File: src/rtl/block_admit_ctrl.sv
module block_admit_ctrl #(
  parameter int MAX_BLOCKS        = 8,
  parameter int MAX_THREADS       = 1536,
  parameter int MAX_BLOCK_THREADS = 1024,
  parameter int WARP_LANES        = 32,
  parameter int ID_W              = 16,
  parameter int REQ_W             = 16,
  localparam int SLOT_W   = $clog2(MAX_BLOCKS),
  localparam int WPS      = (MAX_BLOCK_THREADS + WARP_LANES - 1) / WARP_LANES,
  localparam int WCNT_W   = $clog2(WPS + 1),
  localparam int WID_W    = $clog2(MAX_BLOCKS * WPS)
) (
  input  logic                  clk,
  input  logic                  rst_n,
  input  logic                  launch_valid,
  output logic                  launch_ready,
  input  logic [ID_W-1:0]       launch_block_id,
  input  logic [REQ_W-1:0]      launch_threads,
  input  logic                  done_valid,
  input  logic [SLOT_W-1:0]     done_slot,
  output logic                  grant_valid,
  output logic [ID_W-1:0]       grant_block_id,
  output logic [SLOT_W-1:0]     grant_slot,
  output logic [WCNT_W-1:0]     grant_warps,
  output logic [WID_W-1:0]      grant_base_warp,
  output logic [WARP_LANES-1:0] grant_tail_mask,
  output logic                  reject_valid,
  output logic [ID_W-1:0]       reject_block_id
);
  localparam int LANE_W = $clog2(WARP_LANES);
  localparam int TCNT_W = $clog2(MAX_BLOCK_THREADS + 1);
  localparam int TOT_W  = $clog2(MAX_THREADS + 1);
  localparam int SUM_W  = $clog2(MAX_THREADS + MAX_BLOCK_THREADS + 1);

  logic [MAX_BLOCKS-1:0] occ_q;
  logic [TCNT_W-1:0]     held_q [MAX_BLOCKS];
  logic [TOT_W-1:0]      total_q;

  logic              legal, any_free, fits, take, drop, release_c;
  logic [SLOT_W-1:0] free_idx;
  logic [TCNT_W-1:0] req_t;
  logic [TCNT_W:0]   wsum;
  logic [LANE_W-1:0] rem;
  logic [SUM_W-1:0]  sum_c;

  assign legal = (launch_threads != '0) && (launch_threads <= REQ_W'(MAX_BLOCK_THREADS));
  assign req_t = TCNT_W'(launch_threads);

  always_comb begin
    any_free = 1'b0;
    free_idx = '0;
    for (int s = MAX_BLOCKS - 1; s >= 0; s--) begin
      if (!occ_q[s]) begin
        any_free = 1'b1;
        free_idx = SLOT_W'(s);
      end
    end
  end

  assign sum_c        = SUM_W'(total_q) + SUM_W'(req_t);
  assign fits         = any_free && (sum_c <= SUM_W'(MAX_THREADS));
  assign launch_ready = !legal || fits;
  assign take         = launch_valid && launch_ready && legal;
  assign drop         = launch_valid && launch_ready && !legal;
  assign release_c    = done_valid && occ_q[done_slot];

  assign wsum = {1'b0, req_t} + (TCNT_W+1)'(WARP_LANES - 1);
  assign rem  = req_t[LANE_W-1:0];

  always_ff @(posedge clk or negedge rst_n) begin
    if (!rst_n) begin
      occ_q   <= '0;
      total_q <= '0;
      for (int s = 0; s < MAX_BLOCKS; s++) held_q[s] <= '0;
    end else begin
      total_q <= total_q + (take ? TOT_W'(req_t) : '0)
                         - (release_c ? TOT_W'(held_q[done_slot]) : '0);
      if (release_c) occ_q[done_slot] <= 1'b0;
      if (take) begin
        occ_q[free_idx]  <= 1'b1;
        held_q[free_idx] <= req_t;
      end
    end
  end

  always_ff @(posedge clk or negedge rst_n) begin
    if (!rst_n) begin
      grant_valid     <= 1'b0;
      grant_block_id  <= '0;
      grant_slot      <= '0;
      grant_warps     <= '0;
      grant_base_warp <= '0;
      grant_tail_mask <= '0;
      reject_valid    <= 1'b0;
      reject_block_id <= '0;
    end else begin
      grant_valid  <= take;
      reject_valid <= drop;
      if (take) begin
        grant_block_id  <= launch_block_id;
        grant_slot      <= free_idx;
        grant_warps     <= WCNT_W'(wsum >> LANE_W);
        grant_base_warp <= WID_W'(int'(free_idx) * WPS);
        grant_tail_mask <= (rem == '0) ? {WARP_LANES{1'b1}}
                                       : ~({WARP_LANES{1'b1}} << rem);
      end
      if (drop) reject_block_id <= launch_block_id;
    end
  end

  AST_THREAD_LIMIT: assert property (@(posedge clk) disable iff (!rst_n)
    total_q <= TOT_W'(MAX_THREADS));
  AST_FULL_STALLS: assert property (@(posedge clk) disable iff (!rst_n)
    (&occ_q && legal) |-> !launch_ready);
  AST_REJECT_NEXT: assert property (@(posedge clk) disable iff (!rst_n)
    (launch_valid && launch_ready && !legal) |=> (reject_valid && !grant_valid));
  AST_GRANT_NEXT: assert property (@(posedge clk) disable iff (!rst_n)
    (launch_valid && launch_ready && legal) |=> (grant_valid && !reject_valid));
  AST_GRANT_OCCUPIES: assert property (@(posedge clk) disable iff (!rst_n)
    grant_valid |-> occ_q[grant_slot]);
  AST_WARP_RANGE: assert property (@(posedge clk) disable iff (!rst_n)
    grant_valid |-> (grant_warps != '0 && grant_warps <= WCNT_W'(WPS)));
  AST_RELEASE_FREES: assert property (@(posedge clk) disable iff (!rst_n)
    (done_valid && occ_q[done_slot]) |=> !occ_q[$past(done_slot)]);
endmodule

File: config.mk
export PLATFORM = sky130hd
export DESIGN_NAME = block_admit_ctrl
export DESIGN_NICKNAME = d
export VERILOG_FILES = /design/src/rtl/block_admit_ctrl.sv
export SDC_FILE = /design/constraint.sdc
export NUM_CORES = 1
export LEC_CHECK = 0
export CAP_MARGIN = 25
export CORE_MARGIN = 1
export CORE_UTILIZATION = 60
export CTS_CLUSTER_DIAMETER = 100
export DETAILED_ROUTE_END_ITERATION = 10
export PLACE_DENSITY = 0.93
export SYNTH_ARGS = -nofsm -noshare
export SYNTH_HDL_FRONTEND = slang
export SYNTH_SLANG_ARGS = --single-unit
File: constraint.sdc
create_clock -name clk -period 9 [get_ports clk]
set_input_delay 2.7 -clock clk [delete_from_list [all_inputs] [get_ports clk]]
set_output_delay 2.7 -clock clk [all_outputs]
set_load 0.03 [all_outputs]
# Yosys cells after proc, flatten, opt, wreduce, memory -nomap -nowiden
# Index checks and enable logic that the tools add are counted.
# totals
latchBits,0
input_bits,39
n_memories,0
romBits,0
reg_bits,182
ram_bits,0
word_cells,83
# classes
magnitude_cmp,9
eq_ne,0
n_mul,0
div,0
n_bitwise,6
n_reduce_logical,13
n_mux,33
shift,1
addsub,4
# ops
cell,count
88-bit bitwise mux,1
11-bit 2-to-1 mux,5
11-bit binary-select mux with 3-bit select,1
11-bit demux with 3-bit select,1
32-bit 2-to-1 mux,1
32-bit inverter,1
32-bit by 5-bit << shifter with 32-bit output (first input constant),1
3-bit 2-to-1 mux,8
16-bit by 11-bit less-or-equal comparator with 1-bit output (second input constant),1
8-bit 2-to-1 mux,2
16-bit nonzero test,1
11-bit by 11-bit adder with 12-bit output,1
12-bit by 11-bit less-or-equal comparator with 1-bit output (second input constant),1
11-bit adder,1
11-bit by 5-bit adder with 11-bit output (second input constant),1
1-bit 2-to-1 mux,11
11-bit subtractor,1
1-bit logical AND,9
8-bit bitwise AND,1
4-bit greater-or-equal comparator (second input constant),2
3-bit by 4-bit < comparator with 1-bit output (second input constant),2
3-bit inverter with 4-bit output,2
8-bit inverter,1
8-bit OR,1
other kinds (7),9

# Longest topological paths before layout
# Gate-level depths: netlist of run 1.
# logic_depth
ltp_word,15
ltp_mapped,23
depth_no_buf,20

# Least setup slack after synthesis of run 1
# No wires, ideal clock.
# synth_path
path_type,input-to-output
start,input port launch_threads[0]
end,output port launch_ready
arrival_time_ns,5.619
path_slack_ns,0.681
cell_stages,10
n_path_buf,1
t_required_ns,6.300
path_cell_list,ha_1 > fa_1 > a21o_1 > a221oi_2 > nand3b_1 > a21oi_1 > and4bb_1 > buf_6 > nor2_1 > o311ai_0
# synth_via
elab_chain_len,4
# synth_lines
element,line_no,rtl
"start, declared",18,"input logic [REQ_W-1:0] launch_threads,"
"11-bit by 11-bit adder with 12-bit output, or another cell as far along",60,assign sum_c = SUM_W'(total_q) + SUM_W'(req_t);
12-bit by 11-bit less-or-equal comparator with 1-bit output / 1-bit logical AND (equally long branches),"61, 46",
1-bit logical AND / 1-bit logical NOT (equally long branches),"61, 62",
1-bit logical OR (*),62,assign launch_ready = !legal || fits;
"end, declared",16,"output logic launch_ready,"
# Every way passes the cells marked *; elsewhere a longest branch is shown, timed or not.

# Worst setup path in the final report of run 1
# Ends and elaborated chain as after synthesis.

==> results of run 1 <==
-- final cells by class --
cell class,instances,share of cell area
Clock buffer,19,0.0390
Timing Repair Buffer,136,0.114
Clock inverter,13,0.0106
Multi-Input combinational cell,506,0.407
Sequential cell,182,0.392
Inverter,45,0.0145
Tap cell,216,0.0233
-- sequential cells by signal (all words and copies together), names as in the netlist --
signal	cells
held_q	88
grant_tail_mask	32
grant_block_id	16
reject_block_id	16
total_q	11
occ_q	8
grant_warps	6
grant_slot	3
grant_valid	1
reject_valid	1
-- cells by family after synthesis --
| family | Yosys count | share of synthesized area |
|---|---|---|
| flops | 182 | 0.465 |
| other cells | 1 | 0.000383 |
| xor+xnor | 23 | 0.0206 |
| buf+inv | 104 | 0.0546 |
| compound gates | 125 | 0.0877 |
| simple gates | 132 | 0.0689 |
| fa+ha+maj | 33 | 0.0506 |
| mux | 188 | 0.252 |
-- power by group through the flow --
stage | clock, mW | sequential (mW) | combinational, mW
final | 0.733 | 1.02 | 1.14
after CTS | 0.733 | 1.02 | 1.12
after global placement | 0 | 1.01 | 1.03
after global routing | 0.768 | 1.03 | 1.22
after floorplan | 0 | 1.14 | 0.632
after detailed placement | 0 | 1.03 | 1.09
-- critical path: stages --
cell and delay [ps]:
clkdlybuf4s50_1 480, ha_1 270, fa_1 430, a21o_1 210, a221oi_2 380, mux2i_1 120
nor4_1 250, and4bb_1 320, nor2_1 60, o311ai_0 320, buf_4 240
-- synth_stat cells, drive strengths merged (4+ instances only) --
| library cell | count | share of area |
|---|---|---|
| inv | 45 | 0.017 |
| nand4 | 4 | 0.0026 |
| a21o | 5 | 0.0038 |
| fa | 11 | 0.022 |
| ha | 22 | 0.028 |
| mux2 | 160 | 0.21 |
| mux4 | 10 | 0.023 |
| o2111ai | 4 | 0.0073 |
| nor3 | 10 | 0.0056 |
| nand3 | 8 | 0.0046 |
| nor2 | 27 | 0.010 |
| xor2 | 7 | 0.0063 |
| a21oi | 28 | 0.014 |
| dfrtp | 182 | 0.47 |
| nor2b | 6 | 0.0038 |
| and3 | 4 | 0.0026 |
| a211oi | 5 | 0.0038 |
| mux2i | 18 | 0.018 |
| xnor2 | 16 | 0.014 |
| nand2b | 8 | 0.0051 |
| o211ai | 7 | 0.0064 |
| o21a | 4 | 0.0031 |
| buf | 30 | 0.026 |
| a31oi | 8 | 0.0051 |
| nand2 | 48 | 0.018 |
| o21ai | 33 | 0.017 |
| o22ai | 7 | 0.0045 |
| clkbuf | 29 | 0.011 |
-- metrics by stage --
stage	std cells	hold slack, ps
finish	1117	481
global route	1117	494
CTS	1117	477
detailed placement	1085	461
global placement	1083	446
floorplan	792	450
-- layer usage --
| metal | vias to the layer above | track usage | part of all wire |
|---|---|---|---|
| met1 | 3586 | 0.393 | 0.37 |
| met3 | 134 | 0.0943 | 0.096 |
| met4 | 0 | 0.191 | 0.055 |
| met5 | - | 0 | 0 |
| met2 | 500 | 0.534 | 0.48 |
| li1 | 2979 | - | - |
-- path summary, 6_finish.rpt --
| path | end | slack, ps | cells after the start | startpoint |
|---|---|---|---|---|
| min in group asynchronous | grant_tail_mask[13] | 2200 | 1 | rst_n |
| hold reg to reg | grant_tail_mask[0] | 480 | 1 | grant_tail_mask[0] |
| setup reg to reg | total_q[10] | 3490 | 20 | total_q[0] |
| hold / removal | grant_tail_mask[0] | 480 | 1 | grant_tail_mask[0] |
| setup / recovery | launch_ready | 510 | 11 | launch_threads[0] |
| max in group asynchronous | held_q[9] | 5570 | 2 | rst_n |
==> run_results.csv, run 1 <==
group,metric,value,unit
floorplanning,start_util,0.616,
setup_path,cp_max_fo,3,
floorplanning,die-area,16800,um^2
power_and_ir_drop,power_leakage,5.51,nW
global_routing,grt_max_degree,69,
route,drcViolationCount,0,
final_layout,fin_nets,960,
setup_path,crit_path_end_kind,"output port",
clock_network,cts.sink_count,182,
floorplanning,die_x,130,um
clock_network,root_buffer,"clkbuf_16",
global_routing,grt_util_all_layers,0.329,
min_path,worstHoldPathType,"reg2reg",
global_routing,grt_overflow_total,0,
sta,setup_viol,0,
setup_path,critPathLaunchType,"input pin",
yosys,async_reset_ff_frac,1.00,
final_layout,area_growth,18.6,%
clock_network,tritoncts,"built",
final_layout,drive_gt1_frac,0.224,
sta,fin_ws,510,ps
setup_path,crit_type,"in2out",
sta,max_freq,118,MHz
sta,finalCritPeriodShare,0.943,
placement,pre_cts_slack,710,ps
setup_path,cp.arrival,5790,ps
sta,relSlewSlack,0.346,
floorplanning,ios,123,
sta,setup_tns,0,ps
power_and_ir_drop,switching_power,1.06,mW
power_and_ir_drop,seqPwrFrac,0.353,
yosys,synth_area_per_cell,12.4,um^2
clock_network,hold_buffers,0,
floorplanning,fp.dieH,130,um
route,avgViaCountPerCell,6.44,
route,wl_per_cell,23.4,um
status,status,"finished clean",
yosys,syn_inst,788,
final_layout,layout_common_cells,"dfrtp_1, clkdlybuf4s50_1, mux2_4, mux2_2, nand2_1",
sta,rsz0062_at_grt,"no",
floorplanning,rows,46,
yosys,synthDistinctLibCells,64,
yosys,synth_edf_count,0,
placement,gp_congestion,0.827,
route,routed_wl,26200,um
sta,slew_violations,0,
sta,final_hold_viol_count,0,
power_and_ir_drop,p_int,1.83,mW
route,drt-pass1-iter-count,6,
placement,hpwl,16200,um
power_and_ir_drop,finalPower,2.89,mW
yosys,yosysSeqAreaShare,0.465,
final_layout,final_common_cell,"dfrtp_1",
sta,period_minus_slack,8490,ps
clock_network,post_cts_buffers,0,
yosys,ys_ff_latch,182,
route,vias,7199,
power_and_ir_drop,sw_frac_of_total,0.366,
global_routing,antenna_found_initial,0,
sta,fin_skew,11.0,ps
global_routing,grt_pass1_wl,41200,um
power_and_ir_drop,p_clk_frac,0.253,
clock_network,cts_max_level,4,
final_layout,utilization,0.731,
placement,dpl-instance-area,11000,um^2
placement,portBuffers,117,
final_layout,multi_input_area,4720,um^2
yosys,synth_ff_type,"dfrtp_1",
job,cap_viol_max_count,0,
clock_network,cts_buffers,17,
final_layout,stdcell_area,11600,um^2
global_routing,grt_pass1_vias,7523,
clock_network,cts_buffer_depth,2,
clock_network,clk_latency,440,ps
route,drt_iter0_drc,882,
yosys,syn-cell-area,9790,um^2
power_and_ir_drop,combPwrFrac,0.394,
clock_network,cts.repair.resized,0,
setup_path,cp.required,6300,ps
final_layout,fillers,909,
power_and_ir_drop,power.density,249,nW/um^2
final_layout,seqCellArea,4550,um^2
floorplanning,core_area,15900,um^2
sta,tightestPinTransition,978,ps
route,ant_nets,0,
power_and_ir_drop,max-vdd-ir-drop,0.000173,V
clock_network,clk_pin_slew,70,ps
final_layout,antennaDiodeCount,0,
yosys,ys_warn_count,0,
Power figures use the tool's default switching activity.
==> run 2: changes to the inputs <==
--- a/config.mk
+++ b/config.mk
@@ -11,6 +11,7 @@
 export CTS_CLUSTER_DIAMETER = 100
 export DETAILED_ROUTE_END_ITERATION = 10
 export PLACE_DENSITY = 0.93
+export SETUP_SLACK_MARGIN = 0.15
 export SYNTH_ARGS = -nofsm -noshare
 export SYNTH_HDL_FRONTEND = slang
 export SYNTH_SLANG_ARGS = --single-unit
==> results of run 2 <==
The final DEF is identical to that of run 1; final timing and power are the same.
==> run 3: changes to the inputs <==
--- a/config.mk
+++ b/config.mk
@@ -5,7 +5,6 @@
 export SDC_FILE = /design/constraint.sdc
 export NUM_CORES = 1
 export LEC_CHECK = 0
-export CAP_MARGIN = 25
 export CORE_MARGIN = 1
 export CORE_UTILIZATION = 60
 export CTS_CLUSTER_DIAMETER = 100
==> run 3 against run 2 <==
  * Sequential power about the same
  * Register-to-register slack gained 50 ps
  * Cell count down 0.27%
  * Combinational power about the same
  * Utilization decreased by 0.24 points
  * Via count shrank 1.8%
  * Non-clock buffer count down 2
  * Critical path depth increased by 1
  * Worst hold slack gained 4.3 ps
  * Clock skew decreased by 1.3 ps
  * Sequential cell count did not move
  * Sequential share of layout area up 0.13 points
  * Largest cell class unchanged
==> run_results.csv, run 3 (synthesis results as in run 1) <==
group,metric,value,unit
final_layout,antennaDiodeCount,0,
route,drcViolationCount,0,
route,ant_nets,0,
final_layout,final_common_cell,"dfrtp_1",
floorplanning,die_x,130,um
clock_network,hold_buffers,0,
setup_path,cpMostUsedCell,"buf_4",
setup_path,cp_max_fo,11,
route,avgViaCountPerCell,6.34,
final_layout,area_growth,18.3,%
sta,fin_skew,9.68,ps
global_routing,grt_pass1_vias,7353,
floorplanning,start_util,0.616,
sta,final_hold_viol_count,0,
placement,portBuffers,117,
min_path,hp-start,"held_q[86]",
final_layout,top_register,"held_q",
final_layout,reg_top3,"held_q x88, grant_tail_mask x32",
clock_network,cts_max_level,4,
clock_network,cts.sink_count,182,
sta,setup_tns,0,ps
setup_path,crit_chain,"clkdlybuf4s50_1 > ha_1 > fa_1 > a21o_1 > a221oi_2 > o221ai_1 > xor2_1 > nand3_1 > buf_4 > nor2_1 > o311ai_0 > buf_4",
clock_network,cts_buffer_depth,2,
status,status,"finished clean",
floorplanning,ios,123,
sta,tightestPinTransition,1260,ps
final_layout,utilization,0.729,
setup_path,crit_type,"in2out",
sta,setup_viol,0,
job,cap_viol_max_count,0,
setup_path,crit_slowest_cell,"clkdlybuf4s50_1",
placement,hpwl,16000,um
sta,max_freq,119,MHz
sta,fin_ws,595,ps
sta,slew_violations,0,
placement,placed_cells,1083,
setup_path,crit_start,"launch_threads[0]",
clock_network,tritoncts,"built",
min_path,worstHoldPathType,"reg2reg",
route,vias,7068,
final_layout,fin_nets,958,
global_routing,grt_util_all_layers,0.325,
setup_path,crit_path_end_kind,"output port",
final_layout,largest_register_ffs,88,
global_routing,grt_pass1_wl,40600,um
clock_network,clk_latency,450,ps
final_layout,drive_gt1_frac,0.220,
global_routing,antenna_found_initial,0,
route,drt-pass1-iter-count,5,
clock_network,cts.repair.resized,0,
setup_path,worstReg2RegStart,"total_q[0]",
clock_network,clk_pin_slew,60,ps
floorplanning,fp.dieH,130,um
final_layout,layout_common_cells,"dfrtp_1, clkdlybuf4s50_1, mux2_4, mux2_2, nand2_1",
clock_network,root_buffer,"clkbuf_16",
floorplanning,die-area,16800,um^2
power_and_ir_drop,power.density,250,nW/um^2
setup_path,cpPeakStageDelay,480,ps
clock_network,cts_buffers,17,
route,routed_wl,25900,um
sta,period_minus_slack,8410,ps
clock_network,post_cts_buffers,0,
sta,relSlewSlack,0.162,
power_and_ir_drop,max-vdd-ir-drop,0.000192,V
setup_path,cp.arrival,5710,ps
final_layout,stdcell_count,1114,
floorplanning,core_area,15900,um^2
placement,pre_cts_slack,723,ps
setup_path,critPathLaunchType,"input pin",
route,wl_per_cell,23.2,um
sta,rsz0062_at_grt,"no",
sta,finalCritPeriodShare,0.934,
floorplanning,rows,46,
global_routing,grt_overflow_total,0,
setup_path,cp.required,6300,ps
placement,gp_congestion,0.827,
route,drt_iter0_drc,871,
power_and_ir_drop,power_leakage,5.48,nW
global_routing,grt_max_degree,69,
-- run 3: cell count changes in the layout (fill, tap and decap cells not counted), sizes merged --
cell | before | now
clkinv | 5 | 1
buf | 22 | 20
clkbuf | 19 | 21
clkinvlp | 4 | 6
inv | 48 | 47
-- run 3: worst paths after layout --
kind | to | cells past startpoint | slack, ps
max | launch_ready | 12 | 590
min | held_q[86] | 1 | 490
max reg2reg | total_q[10] | 20 | 3540
min reg2reg | held_q[86] | 1 | 490
max in group asynchronous | held_q[3] | 2 | 5540
min in group asynchronous | grant_tail_mask[13] | 1 | 2200
-- run 3: worst max-delay path: cells and delay by family --
family / cells / cell delay [ps]
AO/OA/AOI/OAI: 4 / 1030
AND/OR/NAND/NOR: 2 / 170
buffers and inverters: 3 / 940
XOR/XNOR: 1 / 160
adder cells (fa/ha/maj): 2 / 690
-- run 3: per-layer routing --
| metal | wire length, um | GRT usage | share of wire |
|---|---|---|---|
| met3 | 2430 | 0.0894 | 0.094 |
| met2 | 12700 | 0.540 | 0.49 |
| met4 | 1090 | 0.168 | 0.042 |
| met1 | 9650 | 0.388 | 0.37 |
| met5 | 0 | 0 | 0 |
-- run 3: cell type report --
cell class                      instances  area [um^2]
Multi-Input combinational cell        506         4720
Inverter                               45          169
Clock inverter                         10         97.6
Timing Repair Buffer                  134         1290
Sequential cell                       182         4550
Fill cell                             920         4310
Clock buffer                           21          470
Tap cell                              216          270
-- run 3: through the flow --
| step | hold WS [ps] | power, mW | cell area, um^2 |
|---|---|---|---|
| 6_report | 485 | 2.89 | 11600 |
| 5_1_grt | 493 | 3.02 | 11600 |
| 4_1_cts | 488 | 2.88 | 11600 |
| 3_5_place_dp | 466 | 2.11 | 11000 |
| 3_3_place_gp | 446 | 2.05 | 11000 |
| 2_1_floorplan | 450 | 1.78 | 9800 |
-- run 3: report_power, final --
group          switching (mW)  total [mW]  internal [mW]
Sequential             0.0830        1.02          0.937
Combinational           0.646        1.14          0.498
Clock                   0.328       0.730          0.402
Total                    1.06        2.89           1.84
